File: src/rtl/fxc_pkg.sv
package fxc_pkg;

    typedef enum logic {
        QM_TRUNC = 1'b0,
        QM_ROUND = 1'b1
    } quant_mode_e;

    typedef enum logic {
        OM_WRAP = 1'b0,
        OM_SAT  = 1'b1
    } ovf_mode_e;

    function automatic int fxc_max(input int a, input int b);
        return (a > b) ? a : b;
    endfunction

    // Left shift needed when the output carries more fraction bits.
    function automatic int fxc_lshift(input int in_frac, input int out_frac);
        return (out_frac > in_frac) ? (out_frac - in_frac) : 0;
    endfunction

endpackage

File: src/rtl/fxc_quantize.sv
module fxc_quantize
    import fxc_pkg::*;
#(
    parameter int IN_W      = 12,
    parameter int IN_FRAC   = 6,
    parameter bit IN_SIGNED = 1'b1,
    parameter int OUT_FRAC  = 3,
    parameter int WW        = 14
) (
    input  logic                 clk,
    input  logic                 rst,
    input  logic [IN_W-1:0]      din,
    input  quant_mode_e          qmode,
    output logic signed [WW-1:0] aligned
);

    localparam int SHIFT = IN_FRAC - OUT_FRAC;

    logic signed [WW-1:0] ext;

    generate
        if (IN_SIGNED) begin : g_sext
            assign ext = {{(WW-IN_W){din[IN_W-1]}}, din};
        end else begin : g_zext
            assign ext = {{(WW-IN_W){1'b0}}, din};
        end
    endgenerate

    generate
        if (SHIFT > 0) begin : g_drop
            localparam logic signed [WW-1:0] HALF = WW'(1) <<< (SHIFT-1);
            localparam logic signed [WW-1:0] STEP = WW'(1) <<< SHIFT;

            logic signed [WW-1:0] bias;
            logic signed [WW-1:0] biased;
            logic signed [WW-1:0] back;
            logic signed [WW-1:0] resid;

            always_comb begin
                if (qmode == QM_ROUND) begin
                    bias = ext[WW-1] ? (HALF - WW'(1)) : HALF;
                end else begin
                    bias = '0;
                end
                biased  = ext + bias;
                aligned = biased >>> SHIFT;
            end

            assign back  = aligned <<< SHIFT;
            assign resid = ext - back;

            AST_TRUNC_FLOOR: assert property (@(posedge clk) disable iff (rst) (qmode == QM_TRUNC) |-> (resid >= 0 && resid < STEP));
            AST_ROUND_NEAREST: assert property (@(posedge clk) disable iff (rst) (qmode == QM_ROUND) |-> (resid >= -HALF && resid <= HALF));
            AST_ROUND_TIE_AWAY: assert property (@(posedge clk) disable iff (rst) (qmode == QM_ROUND && (resid == HALF || resid == -HALF)) |-> (ext[WW-1] ? (resid == HALF) : (resid == -HALF)));
        end else if (SHIFT == 0) begin : g_same
            assign aligned = ext;
        end else begin : g_widen
            assign aligned = ext <<< (-SHIFT);
        end
    endgenerate

endmodule

File: src/rtl/fxc_overflow.sv
module fxc_overflow
    import fxc_pkg::*;
#(
    parameter int WW         = 14,
    parameter int OUT_W      = 8,
    parameter bit OUT_SIGNED = 1'b1
) (
    input  logic                 clk,
    input  logic                 rst,
    input  logic signed [WW-1:0] aligned,
    input  ovf_mode_e            omode,
    output logic [OUT_W-1:0]     data,
    output logic                 out_of_range
);

    localparam logic signed [WW-1:0] HI = OUT_SIGNED
        ? {{(WW-OUT_W+1){1'b0}}, {(OUT_W-1){1'b1}}}
        : {{(WW-OUT_W){1'b0}}, {OUT_W{1'b1}}};
    localparam logic signed [WW-1:0] LO = OUT_SIGNED
        ? {{(WW-OUT_W+1){1'b1}}, {(OUT_W-1){1'b0}}}
        : '0;

    logic above;
    logic below;

    always_comb begin
        above        = aligned > HI;
        below        = aligned < LO;
        out_of_range = above | below;
        if (omode == OM_SAT && above) begin
            data = HI[OUT_W-1:0];
        end else if (omode == OM_SAT && below) begin
            data = LO[OUT_W-1:0];
        end else begin
            data = aligned[OUT_W-1:0];
        end
    end

    generate
        if (OUT_SIGNED) begin : g_sgn_chk
            AST_NO_OVERFLOW: assert property (@(posedge clk) disable iff (rst) !out_of_range |-> ($signed(data) == aligned));
        end else begin : g_uns_chk
            AST_NO_OVERFLOW: assert property (@(posedge clk) disable iff (rst) !out_of_range |-> ($signed({1'b0, data}) == aligned));
            AST_UNS_NEG_ZERO: assert property (@(posedge clk) disable iff (rst) (omode == OM_SAT && aligned < 0) |-> (data == '0));
        end
    endgenerate

    AST_SAT_EXTREME: assert property (@(posedge clk) disable iff (rst) (omode == OM_SAT && out_of_range) |-> (data == HI[OUT_W-1:0] || data == LO[OUT_W-1:0]));
    AST_WRAP_LOWBITS: assert property (@(posedge clk) disable iff (rst) (omode == OM_WRAP) |-> (data == aligned[OUT_W-1:0]));

endmodule

File: src/rtl/fxc_delay.sv
module fxc_delay #(
    parameter int W     = 10,
    parameter int DEPTH = 1,
    parameter int VBIT  = 9
) (
    input  logic         clk,
    input  logic         rst,
    input  logic [W-1:0] d,
    output logic [W-1:0] q
);

    generate
        if (DEPTH == 0) begin : g_pass
            assign q = d;
        end else begin : g_pipe
            logic [W-1:0] regs [DEPTH];

            always_ff @(posedge clk) begin
                if (rst) begin
                    for (int i = 0; i < DEPTH; i++) begin
                        regs[i] <= '0;
                    end
                end else begin
                    regs[0] <= d;
                    for (int i = 1; i < DEPTH; i++) begin
                        regs[i] <= regs[i-1];
                    end
                end
            end

            assign q = regs[DEPTH-1];

            for (genvar s = 0; s < DEPTH; s++) begin : g_chk
                if (s == 0) begin : g_first
                    AST_VALID_STEP: assert property (@(posedge clk) disable iff (rst) !$past(rst) |-> (regs[0][VBIT] == $past(d[VBIT])));
                end else begin : g_next
                    AST_VALID_STEP: assert property (@(posedge clk) disable iff (rst) !$past(rst) |-> (regs[s][VBIT] == $past(regs[s-1][VBIT])));
                end
            end
        end
    endgenerate

endmodule

File: src/rtl/fxc_convert.sv
module fxc_convert
    import fxc_pkg::*;
#(
    parameter int IN_W       = 12,
    parameter int IN_FRAC    = 6,
    parameter bit IN_SIGNED  = 1'b1,
    parameter int OUT_W      = 8,
    parameter int OUT_FRAC   = 3,
    parameter bit OUT_SIGNED = 1'b1,
    parameter int LATENCY    = 1
) (
    input  logic             clk,
    input  logic             rst,
    input  logic [IN_W-1:0]  in_data,
    input  logic             in_valid,
    input  logic             quant_sel,
    input  logic             ovf_sel,
    output logic [OUT_W-1:0] out_data,
    output logic             out_valid,
    output logic             out_ovf
);

    localparam int LSH      = fxc_lshift(IN_FRAC, OUT_FRAC);
    localparam int WW       = fxc_max(IN_W + LSH, OUT_W) + 2;
    localparam int SAMPLE_W = OUT_W + 2;

    typedef struct packed {
        logic             valid;
        logic             ovf;
        logic [OUT_W-1:0] data;
    } sample_t;

    generate
        if (IN_FRAC < 0 || IN_FRAC > IN_W || OUT_FRAC < 0 || OUT_FRAC > OUT_W
            || IN_W < 1 || OUT_W < 2 || LATENCY < 0) begin : g_bad_param
            $error("fxc_convert: binary point or width parameter out of range");
        end
    endgenerate

    quant_mode_e          qmode;
    ovf_mode_e            omode;
    logic signed [WW-1:0] aligned;
    logic [OUT_W-1:0]     conv_data;
    logic                 conv_oor;
    sample_t              cur;
    sample_t              dly;

    assign qmode = quant_mode_e'(quant_sel);
    assign omode = ovf_mode_e'(ovf_sel);

    fxc_quantize #(
        .IN_W      (IN_W),
        .IN_FRAC   (IN_FRAC),
        .IN_SIGNED (IN_SIGNED),
        .OUT_FRAC  (OUT_FRAC),
        .WW        (WW)
    ) u_quant (
        .clk     (clk),
        .rst     (rst),
        .din     (in_data),
        .qmode   (qmode),
        .aligned (aligned)
    );

    fxc_overflow #(
        .WW         (WW),
        .OUT_W      (OUT_W),
        .OUT_SIGNED (OUT_SIGNED)
    ) u_ovf (
        .clk          (clk),
        .rst          (rst),
        .aligned      (aligned),
        .omode        (omode),
        .data         (conv_data),
        .out_of_range (conv_oor)
    );

    always_comb begin
        cur.valid = in_valid;
        cur.ovf   = in_valid & conv_oor;
        cur.data  = conv_data;
    end

    fxc_delay #(
        .W     (SAMPLE_W),
        .DEPTH (LATENCY),
        .VBIT  (SAMPLE_W - 1)
    ) u_dly (
        .clk (clk),
        .rst (rst),
        .d   (cur),
        .q   (dly)
    );

    assign out_data  = dly.data;
    assign out_valid = dly.valid;
    assign out_ovf   = dly.ovf;

    AST_OVF_NEEDS_VALID: assert property (@(posedge clk) disable iff (rst) out_ovf |-> out_valid);

endmodule

File: config.mk
export PLATFORM = sky130hd
export DESIGN_NAME = fxc_convert
export DESIGN_NICKNAME = d
export VERILOG_FILES = /design/src/rtl/fxc_pkg.sv /design/src/rtl/fxc_quantize.sv /design/src/rtl/fxc_overflow.sv /design/src/rtl/fxc_delay.sv /design/src/rtl/fxc_convert.sv
export SDC_FILE = /design/constraint.sdc
export NUM_CORES = 1
export LEC_CHECK = 0
export ABC_AREA = 0
export BUFFER_PORTS_ARGS = -buffer_cell sky130_fd_sc_hd__clkbuf_2
export CAP_MARGIN = 0
export CORE_MARGIN = 2
export CORE_UTILIZATION = 51
export CTS_CLUSTER_DIAMETER = 60
export DETAILED_ROUTE_END_ITERATION = 8
export HOLD_SLACK_MARGIN = 0.12
export PLACE_DENSITY_LB_ADDON = 0.08
export RECOVER_POWER = 100
export SLEW_MARGIN = 10
export SYNTH_ARGS = -nofsm -noshare
export SYNTH_HDL_FRONTEND = slang
export SYNTH_HIERARCHICAL = 1
export SYNTH_SLANG_ARGS = --single-unit
File: constraint.sdc
create_clock -name clk -period 6.9 [get_ports clk]
set_clock_uncertainty 0.1 [all_clocks]
set_input_delay 0.345 -clock clk [delete_from_list [all_inputs] [get_ports clk]]
set_output_delay 0.345 -clock clk [all_outputs]
set_load 0.005 [all_outputs]
==> run metrics, run 1 <==
Pleak=roughly 0.40 nW; I/O Buffers=26; ANT nets after route=0; total CTS buffers=3; gr ovfl total=0; run status=finished clean; post-synthesis xor/xnor area fraction=a little over a tenth; Max Used Layer=met3; Die ar.=around 1800 sq um; Adder-Cell Fraction of Synth Area=around 3.4%; clock slew at reported path FFs=50 ps; post-synthesis mux area share=approximately 1.5%; worst relative slew slack=between 20% and 30%; PD cells=156 nW/um^2; peak supply drop=between 0.00005 and 0.00006 V; RSZ-0062 raised after global routing=false; Area after DPL=around 860 sq um; vias in the first global route=512; H-Tree Depth=1; f_max=~250 MHz; syn avg cell area=8.94 sq um; CTS Hold Bufs=0; post-synthesis sequential area ratio=a little over a quarter; total core area=~1300 sq um; DRC Markers=0; Starting Density=between 50% and 60%; Yosys warnings=6; Arrival @ worst endpoint=3970 ps; worst setup margin=between 2000 and 3000 ps; commonest non-fill, non-tap cell in the layout=clkbuf_2; TNS Setup=0 ps; most frequent cells in the layout=clkbuf_2 (22), nor2b_1 (10), dfxtp_1 (10), a21boi_0 (8), nor2_1 (7); complex-gate fraction of the synthesized area=between 20% and 30%; Design Area, Final=approximately 860 sq um; final core occ=~64%; Worst Path Required=6930 ps; # nets final=between 100 and 150; CTS tree=done; Crit Path Class=input pin to flop; DR pass1 iterations=3; crit start category=input pin; fillers=~140; final period utilization=a little under three fifths; Synth Area in Simple Gates=about 28%; #FFs+latches synth=10; Synthesized Nets=~100; post-CTS sizing=0; Min Clock Period, post-route=around 3900 ps; post-synthesis cell type count=28; largest registers=u_dly/g_pipe.regs x10; wire length per cell=roughly 9.3 um; vias=approximately 600; main combinational cell family by area after synthesis=simple AND/OR/NAND/NOR gates; DR WL met3=roughly 89 um; total chip power=between 0.1 and 0.15 mW; largest net degree at the start of global routing=18; Total Wirelength=between 1 and 1.5 mm; row count=13; Antenna diodes=0; ratio of cells with drive above 1 in the final layout=about a third; CTS max path bufs=2; DP Wirelength=953 um; num ports=27; Total Routing Usage GR=around 14%; Syn-to-layout area delta=15.3%; cell count after synthesis=a little over 80; Final Hold Fails=0; Critical Path End Type=flop; antenna violations before repair=0; Final setup viols=0; clk sinks=10; most flop-heavy register=u_dly/g_pipe.regs; met1 WL=524 um; Largest register FFs=10; Post-CTS Setup Inserts=0; met2 wire length=528 um; Worst-Margin Slew=about 1100 ps; Post-Place Cells=120; CP endpoint=u_dly/g_pipe.regs[0][8]$_SDFF_PP0_; Chip Height=42.1 um; via/cell ratio=4.86; placer congestion estimate=~0.70; first-pass GRT wire length=1.96 mm; Final Non-Filler Cells=about 120; Final Slew Violations=0; final hold slack=~220 ps; HP Class=input pin to flop; CP Max Fanout=17; root buf cell=clkbuf_4; DR iter-0 viols=2; Mapped Area=742 sq um; Die X=roughly 42 um; crit path launch=in_data[11]; Maximum Capacitance Violations=0; Post-Place Worst Slack=around 3200 ps
logic make-up (layout without fill, tap and decap cells):
group | count (synthesis) | after routing
compound gates | 20 | 20
xor+xnor | 9 | 9
fa+ha+maj | 2 | 2
buf+inv | 7 | 32
flops | 10 | 10
mux | 1 | 1
simple gates | 34 | 34
synthesized netlist by cell type:
cell	n	area, sq um
nand3_1	1	5.00
ha_1	2	25.0
dfxtp_1	10	200
a21oi_1	1	5.00
o21ai_4	1	16.3
nor2_1	7	26.3
and2b_1	1	7.51
nor4_1	1	6.26
nand2_1	5	18.8
nor3_1	2	10.0
and2_1	2	12.5
a21oi_2	1	8.76
inv_1	3	11.3
nand3b_1	1	7.51
buf_1	1	3.75
nand2b_1	1	6.26
xor2_1	5	43.8
nor2b_1	10	62.6
a41o_2	1	11.3
o21a_1	1	7.51
nor4_4	2	42.5
a21boi_0	8	60.1
nand4_1	1	6.26
mux2_2	1	11.3
buf_4	3	22.5
a211o_1	1	8.76
a211o_2	6	60.1
xnor2_1	4	35.0
power breakdown:
part           switching, mW  total, mW  internal, mW  leakage [nW]
clock network         0.0154     0.0353        0.0199        0.0138
logic                 0.0169     0.0352        0.0183         0.302
registers           0.000821     0.0629        0.0621        0.0834
metal layers:
metal  GRT usage, %  vias up
li1               -      336
met1           16.6      239
met2           22.8       23
met3           1.72        0
met4           9.38        0
met5              0        -
worst max-delay path, cell delays in order:
cell	delay, ps
clkbuf_1	100
and2_0	160
ha_1	270
a41o_2	270
o21ai_0	640
nor4_1	200
nor2_1	900
nand4_1	180
nor2_1	450
a21boi_0	150
and2_0	180
nor2b_1	120
layout make-up:
class	instances	area, sq um	share of cell area [%]
tap	15	18.8	2.19
sequential	10	200	23.4
clock buffer	3	22.5	2.63
inverter	3	11.3	1.32
multi-input combinational	66	478	55.8
timing repair buffer	26	125	14.6
worst min-delay path by stage:
stage	startpoint	to	slack (ps)	depth (start not counted)
5_1_grt	in_valid	u_dly/g_pipe.regs[0][9]$_SDFF_PP0_	250	2
2_1_floorplan	rst	u_dly/g_pipe.regs[0][0]$_SDFF_PP0_	320	1
3_5_place_dp	in_valid	u_dly/g_pipe.regs[0][9]$_SDFF_PP0_	480	2
4_1_cts	in_valid	u_dly/g_pipe.regs[0][9]$_SDFF_PP0_	210	2
6_report	in_valid	u_dly/g_pipe.regs[0][9]$_SDFF_PP0_	220	2
3_3_place_gp	in_valid	u_dly/g_pipe.regs[0][9]$_SDFF_PP0_	470	2
No activity file was read; power rests on OpenSTA's default activity.
==> inputs of run 2 (changes only) <==
CORE_UTILIZATION = 47   (was 51)
clock period = 3.7 ns   (was 6.9 ns; I/O delays follow)
==> run metrics, run 2 (synthesis results as in run 1) <==
post-CTS sizing=0 (unchanged); Die X=43.7 um (was 42.1 um); vias=634 (was 598); hold path endpoint=u_dly/g_pipe.regs[0][7]$_SDFF_PP0_ (was u_dly/g_pipe.regs[0][9]$_SDFF_PP0_); HP Class=input pin to flop (unchanged); Worst-Margin Slew=543 ps (was 1130 ps); clk sinks=10 (unchanged); RSZ-0062 raised after global routing=false (unchanged); total core area=1490 sq um (was 1330 sq um); Antenna diodes=0 (unchanged); num ports=27 (unchanged); Crit Path Class=input pin to flop (unchanged); worst relative slew slack=63.6% (was 24.7%); first-pass GRT wire length=2.38 mm (was 1.96 mm); combinational fraction of design power=24.0% (was 26.4%); Min Clock Period, post-route=~3000 ps; largest net degree at the start of global routing=18 (unchanged); H-Tree Depth=1 (unchanged); fillers=147 (was 135); # nets final=132 (was 129); DRC Markers=0 (unchanged); CTS tree=done (unchanged); Total Wirelength=1.30 mm (was 1.14 mm); P_sw=0.0675 mW (was 0.0331 mW); CTS max path bufs=2 (unchanged); most frequent cells in the layout=clkbuf_2 (24), nor2b_1 (10), dfxtp_1 (10), a21boi_0 (8), nor2_1 (7) (was clkbuf_2 (22), nor2b_1 (10), dfxtp_1 (10), a21boi_0 (8), nor2_1 (7)); area occupied by multi-input gates=459 sq um (was 478 sq um); Pleak=0.424 nW (was 0.399 nW); final period utilization=between 80% and 90%; DR iter-0 viols=7 (was 2); clock slew at reported path FFs=60 ps (was 50 ps); HP Start=ovf_sel (was in_valid); largest registers=u_dly/g_pipe.regs x10 (unchanged); row count=14 (was 13); peak supply drop=0.000153 V (was 0.0000522 V); f_max=roughly 330 MHz; Final setup viols=0 (unchanged); gr ovfl total=0 (unchanged); Post-CTS Setup Inserts=0 (unchanged); FF+latch area=200 sq um (unchanged); CP Max Fanout=17 (unchanged); via/cell ratio=4.95 (was 4.86); ANT nets after route=0 (unchanged); Hold Path Depth=3 (was 2); run status=finished clean (unchanged); ratio of cells with drive above 1 in the final layout=33.0% (was 32.4%); Total Routing Usage GR=16.4% (was 13.8%); sw frac=24.2% (was 24.8%); TNS Setup=0 ps (unchanged); placer congestion estimate=0.708 (was 0.697); CTS Hold Bufs=2 (was 0); final hold slack=298 ps (was 221 ps); total CTS buffers=3 (unchanged); DP Wirelength=1.06 mm (was 953 um); wire length per cell=10.1 um (was 9.28 um); crit start category=input pin (unchanged); most flop-heavy register=u_dly/g_pipe.regs (unchanged); Chip Height=43.7 um (was 42.1 um); Critical Path End Type=flop (unchanged); Final Slew Violations=0 (unchanged); Worst Path Required=3740 ps (was 6930 ps); vias in the first global route=593 (was 512); PD cells=316 nW/um^2 (was 156 nW/um^2); Starting Density=49.8% (was 55.6%); Die ar.=1910 sq um (was 1780 sq um); antenna violations before repair=0 (unchanged); commonest non-fill, non-tap cell in the layout=clkbuf_2 (unchanged); Arrival @ worst endpoint=3030 ps (was 3970 ps); root buf cell=clkbuf_4 (unchanged); Clock power frac=33.9% (was 26.5%); P_int=0.211 mW (was 0.100 mW); I/O Buffers=26 (unchanged); Maximum Capacitance Violations=0 (unchanged); DR pass1 iterations=3 (unchanged); Syn-to-layout area delta=18.9% (was 15.3%); Final Hold Fails=0 (unchanged); Sequential Power Share=42.1% (was 47.1%); Largest register FFs=10 (unchanged)
[run 2: cell type report]
class	count	area share, %
Sequential cell	10	22.7
Multi-Input combinational cell	66	52.1
Timing Repair Buffer	29	17.6
Inverter	3	1.28
Clock buffer	4	4.11
Tap cell	16	2.27
[run 2: how the worst max path moves through the flow]
stage / endpoint / startpoint / slack (ps)
after floorplan: u_dly/g_pipe.regs[0][8]$_SDFF_PP0_ / in_data[11] / 1070
after global placement: u_dly/g_pipe.regs[0][8]$_SDFF_PP0_ / in_data[11] / 940
after detailed placement: u_dly/g_pipe.regs[0][8]$_SDFF_PP0_ / in_data[11] / 880
after CTS: u_dly/g_pipe.regs[0][8]$_SDFF_PP0_ / in_data[11] / 1160
after global routing: u_dly/g_pipe.regs[0][1]$_SDFF_PP0_ / in_data[11] / 450
final: u_dly/g_pipe.regs[0][6]$_SDFF_PP0_ / in_data[11] / 710
[run 2: power groups by stage]
stage                     Combinational (mW)  Clock (mW)  Sequential [mW]
after floorplan                       0.0452           0            0.121
after global placement                0.0695           0            0.120
after detailed placement              0.0708           0            0.120
after CTS                             0.0729      0.0977            0.118
after global routing                  0.0764       0.102            0.118
final                                 0.0671      0.0945            0.117
[run 2: metal layers]
layer  global-route usage, %  vias up  routed length (um)
met5                       0        -                   0
met4                    10.9        0                  16
met1                    18.9      267                 601
li1                        -      346                   -
met3                    1.25        2                  67
met2                    28.5       19                 611
[run 2: critical path, stage by stage]
cell and delay [ps]:
clkbuf_2 100, and2_0 150, ha_1 270, a41o_2 200, o21ai_1 170, nor4_1 530, nor2_1 80, buf_4 200
nor4_1 420, a21oi_1 260, a211o_1 320, nor2b_1 120
[run 2: per-stage QoR]
stage	instances	util [%]	instance area (sq um)	setup WS [ps]	power, mW
2_1_floorplan	83	-	742	1070	0.166
3_3_place_gp	122	58.7	873	935	0.189
3_5_place_dp	122	58.7	873	877	0.191
4_1_cts	128	62.4	930	1160	0.288
5_1_grt	128	59.2	882	449	0.297
6_report	128	59.2	882	713	0.279
==> inputs of run 3 (changes only) <==
clock period = 2.8 ns   (was 3.7 ns; I/O delays follow)
==> run metrics, run 3 (synthesis results as in run 1) <==
run status=finished clean (unchanged); Largest register FFs=10 (unchanged); Maximum Capacitance Violations=0 (unchanged); peak supply drop=0.000134 V (was 0.000153 V); Clock power frac=26.0% (was 33.9%); total chip power=0.340 mW (was 0.279 mW); Final Non-Filler Cells=130 (was 128); CP endpoint=u_dly/g_pipe.regs[0][5]$_SDFF_PP0_ (was u_dly/g_pipe.regs[0][6]$_SDFF_PP0_); P_sw=0.0873 mW (was 0.0675 mW); Min Clock Period, post-route=around 2400 ps; DR iter-0 viols=5 (was 7); TNS Setup=0 ps (unchanged); P_int=0.252 mW (was 0.211 mW); Total Routing Usage GR=14.5% (was 16.4%); RSZ-0062 raised after global routing=false (unchanged); clock slew at reported path FFs=50 ps (was 60 ps); sw frac=25.7% (was 24.2%); CTS max path bufs=2 (unchanged); Sequential Power Share=45.7% (was 42.1%); Pleak=0.435 nW (was 0.424 nW); Final setup viols=0 (unchanged); placer congestion estimate=0.685 (was 0.708); total core area=1490 sq um (unchanged); most flop-heavy register=u_dly/g_pipe.regs (unchanged); Post-Place Cells=124 (was 122); via/cell ratio=4.99 (was 4.95); CTS tree=done (unchanged); Crit Path Class=input pin to flop (unchanged); vias in the first global route=557 (was 593); gr ovfl total=0 (unchanged); num ports=27 (unchanged); worst-path cell chain=clkbuf_1, and2_1, ha_1, a41o_2, o21ai_4, clkbuf_1, nor4_1, xor2_1, nand2_1, nor2_1, buf_4, a211o_2, nor2b_1 (was clkbuf_2, and2_0, ha_1, a41o_2, o21ai_1, nor4_1, nor2_1, buf_4, nor4_1, a21oi_1, a211o_1, nor2b_1); root buf cell=clkbuf_4 (unchanged); DP Wirelength=1.02 mm (was 1.06 mm); Die ar.=1910 sq um (unchanged); Syn-to-layout area delta=25.6% (was 18.9%); f_max=~410 MHz; I/O Buffers=26 (unchanged); first-pass GRT wire length=2.13 mm (was 2.38 mm); antenna violations before repair=0 (unchanged); PD cells=364 nW/um^2 (was 316 nW/um^2); worst relative slew slack=70.7% (was 63.6%); DR pass1 iterations=3 (unchanged); commonest non-fill, non-tap cell in the layout=clkbuf_2 (unchanged); Critical Path End Type=flop (unchanged); DRC Markers=0 (unchanged); largest net degree at the start of global routing=18 (unchanged); CP max stage cell=a211o_2 (was nor4_1); final period utilization=between 80% and 90%; row count=14 (unchanged); CP Max Fanout=8 (was 17); # nets final=135 (was 132); Worst-Margin Slew=439 ps (was 543 ps); Arrival @ worst endpoint=2430 ps (was 3030 ps); largest registers=u_dly/g_pipe.regs x10 (unchanged); CP peak stage delay=320 ps (was 530 ps); crit start category=input pin (unchanged); ratio of cells with drive above 1 in the final layout=34.2% (was 33.0%); Final Hold Fails=0 (unchanged); HP Class=input pin to flop (unchanged); Final Slew Violations=0 (unchanged); fillers=144 (was 147); combinational fraction of design power=28.3% (was 24.0%); total CTS buffers=3 (unchanged); wire length per cell=9.75 um (was 10.1 um); Worst Path Required=2820 ps (was 3740 ps); vias=649 (was 634); most frequent cells in the layout=clkbuf_2 (22), nor2b_1 (10), dfxtp_1 (10), a21boi_0 (8), nor2_1 (7) (was clkbuf_2 (24), nor2b_1 (10), dfxtp_1 (10), a21boi_0 (8), nor2_1 (7)); ANT nets after route=0 (unchanged); Starting Density=49.8% (unchanged); Antenna diodes=0 (unchanged); H-Tree Depth=1 (unchanged); Die X=43.7 um (unchanged); crit path launch=in_data[11] (unchanged); Total Wirelength=1.27 mm (was 1.30 mm); clk sinks=10 (unchanged); Chip Height=43.7 um (unchanged); critical path's most frequent cell=clkbuf_1 (was nor4_1)
-- run 3: cell types whose count changed in the layout (fill, tap and decap cells not counted), sizes merged --
cell         change
buf              +2
dlygate4sd3      +1
clkbuf           -1
-- run 3: routing by layer --
layer,vias up,global-route usage (%),share of wire [%]
met2,19,24.1,47
met3,2,1.25,5.5
met4,0,9.09,1.0
met1,275,17.8,47
met5,-,0,0
li1,353,-,-
-- run 3: worst max-delay path, delay by kind of cell --
family	cells	cell delay, ps
adders and majority gates	1	270
buffers and inverters	3	530
AOI/OAI and AO/OA	3	770
xor gates and xnor gates	1	170
and+or+nand+nor	5	540
-- run 3: metrics by stage --
stage                     setup slack (ps)  util (%)  hold WS (ps)  cell area, sq um
final                                  388      62.6           276               932
after global routing                   137      62.6           336               932
after CTS                              456      63.2           273               941
after detailed placement               187      59.7           273               888
after global placement                 214      59.7           262               888
after floorplan                        213         -           112               742
-- run 3: timing repair --
item	CTS	global route
gates resized for setup	0	0
hold endpoints to repair	10	0
hold buffers	3	0
buffers inserted	0	0
-- run 3: how the worst min path moves through the flow --
stage          startpoint  slack [ps]                                 end  depth (start not counted)
2_1_floorplan         rst         110  u_dly/g_pipe.regs[0][0]$_SDFF_PP0_                          1
3_3_place_gp     in_valid         260  u_dly/g_pipe.regs[0][9]$_SDFF_PP0_                          2
3_5_place_dp     in_valid         270  u_dly/g_pipe.regs[0][9]$_SDFF_PP0_                          2
4_1_cts        in_data[3]         270  u_dly/g_pipe.regs[0][0]$_SDFF_PP0_                          4
5_1_grt        in_data[3]         340  u_dly/g_pipe.regs[0][0]$_SDFF_PP0_                          4
6_report       in_data[3]         280  u_dly/g_pipe.regs[0][0]$_SDFF_PP0_                          4
-- run 3: power groups by stage --
stage / clock (mW) / sequential, mW / combinational (mW)
2_1_floorplan: 0 / 0.160 / 0.0597
3_3_place_gp: 0 / 0.158 / 0.0937
3_5_place_dp: 0 / 0.159 / 0.0946
4_1_cts: 0.0936 / 0.155 / 0.0985
5_1_grt: 0.0979 / 0.156 / 0.107
6_report: 0.0883 / 0.155 / 0.0961
-- run 3: area by class of cell --
class	count	area, sq um	share of cell area [%]
clock buffers	3	22.5	2.42
repair buffers	32	174	18.7
multi-input cells	66	504	54.1
inverters	3	11.3	1.21
well taps	16	20.0	2.15
flip-flops and latches	10	200	21.5
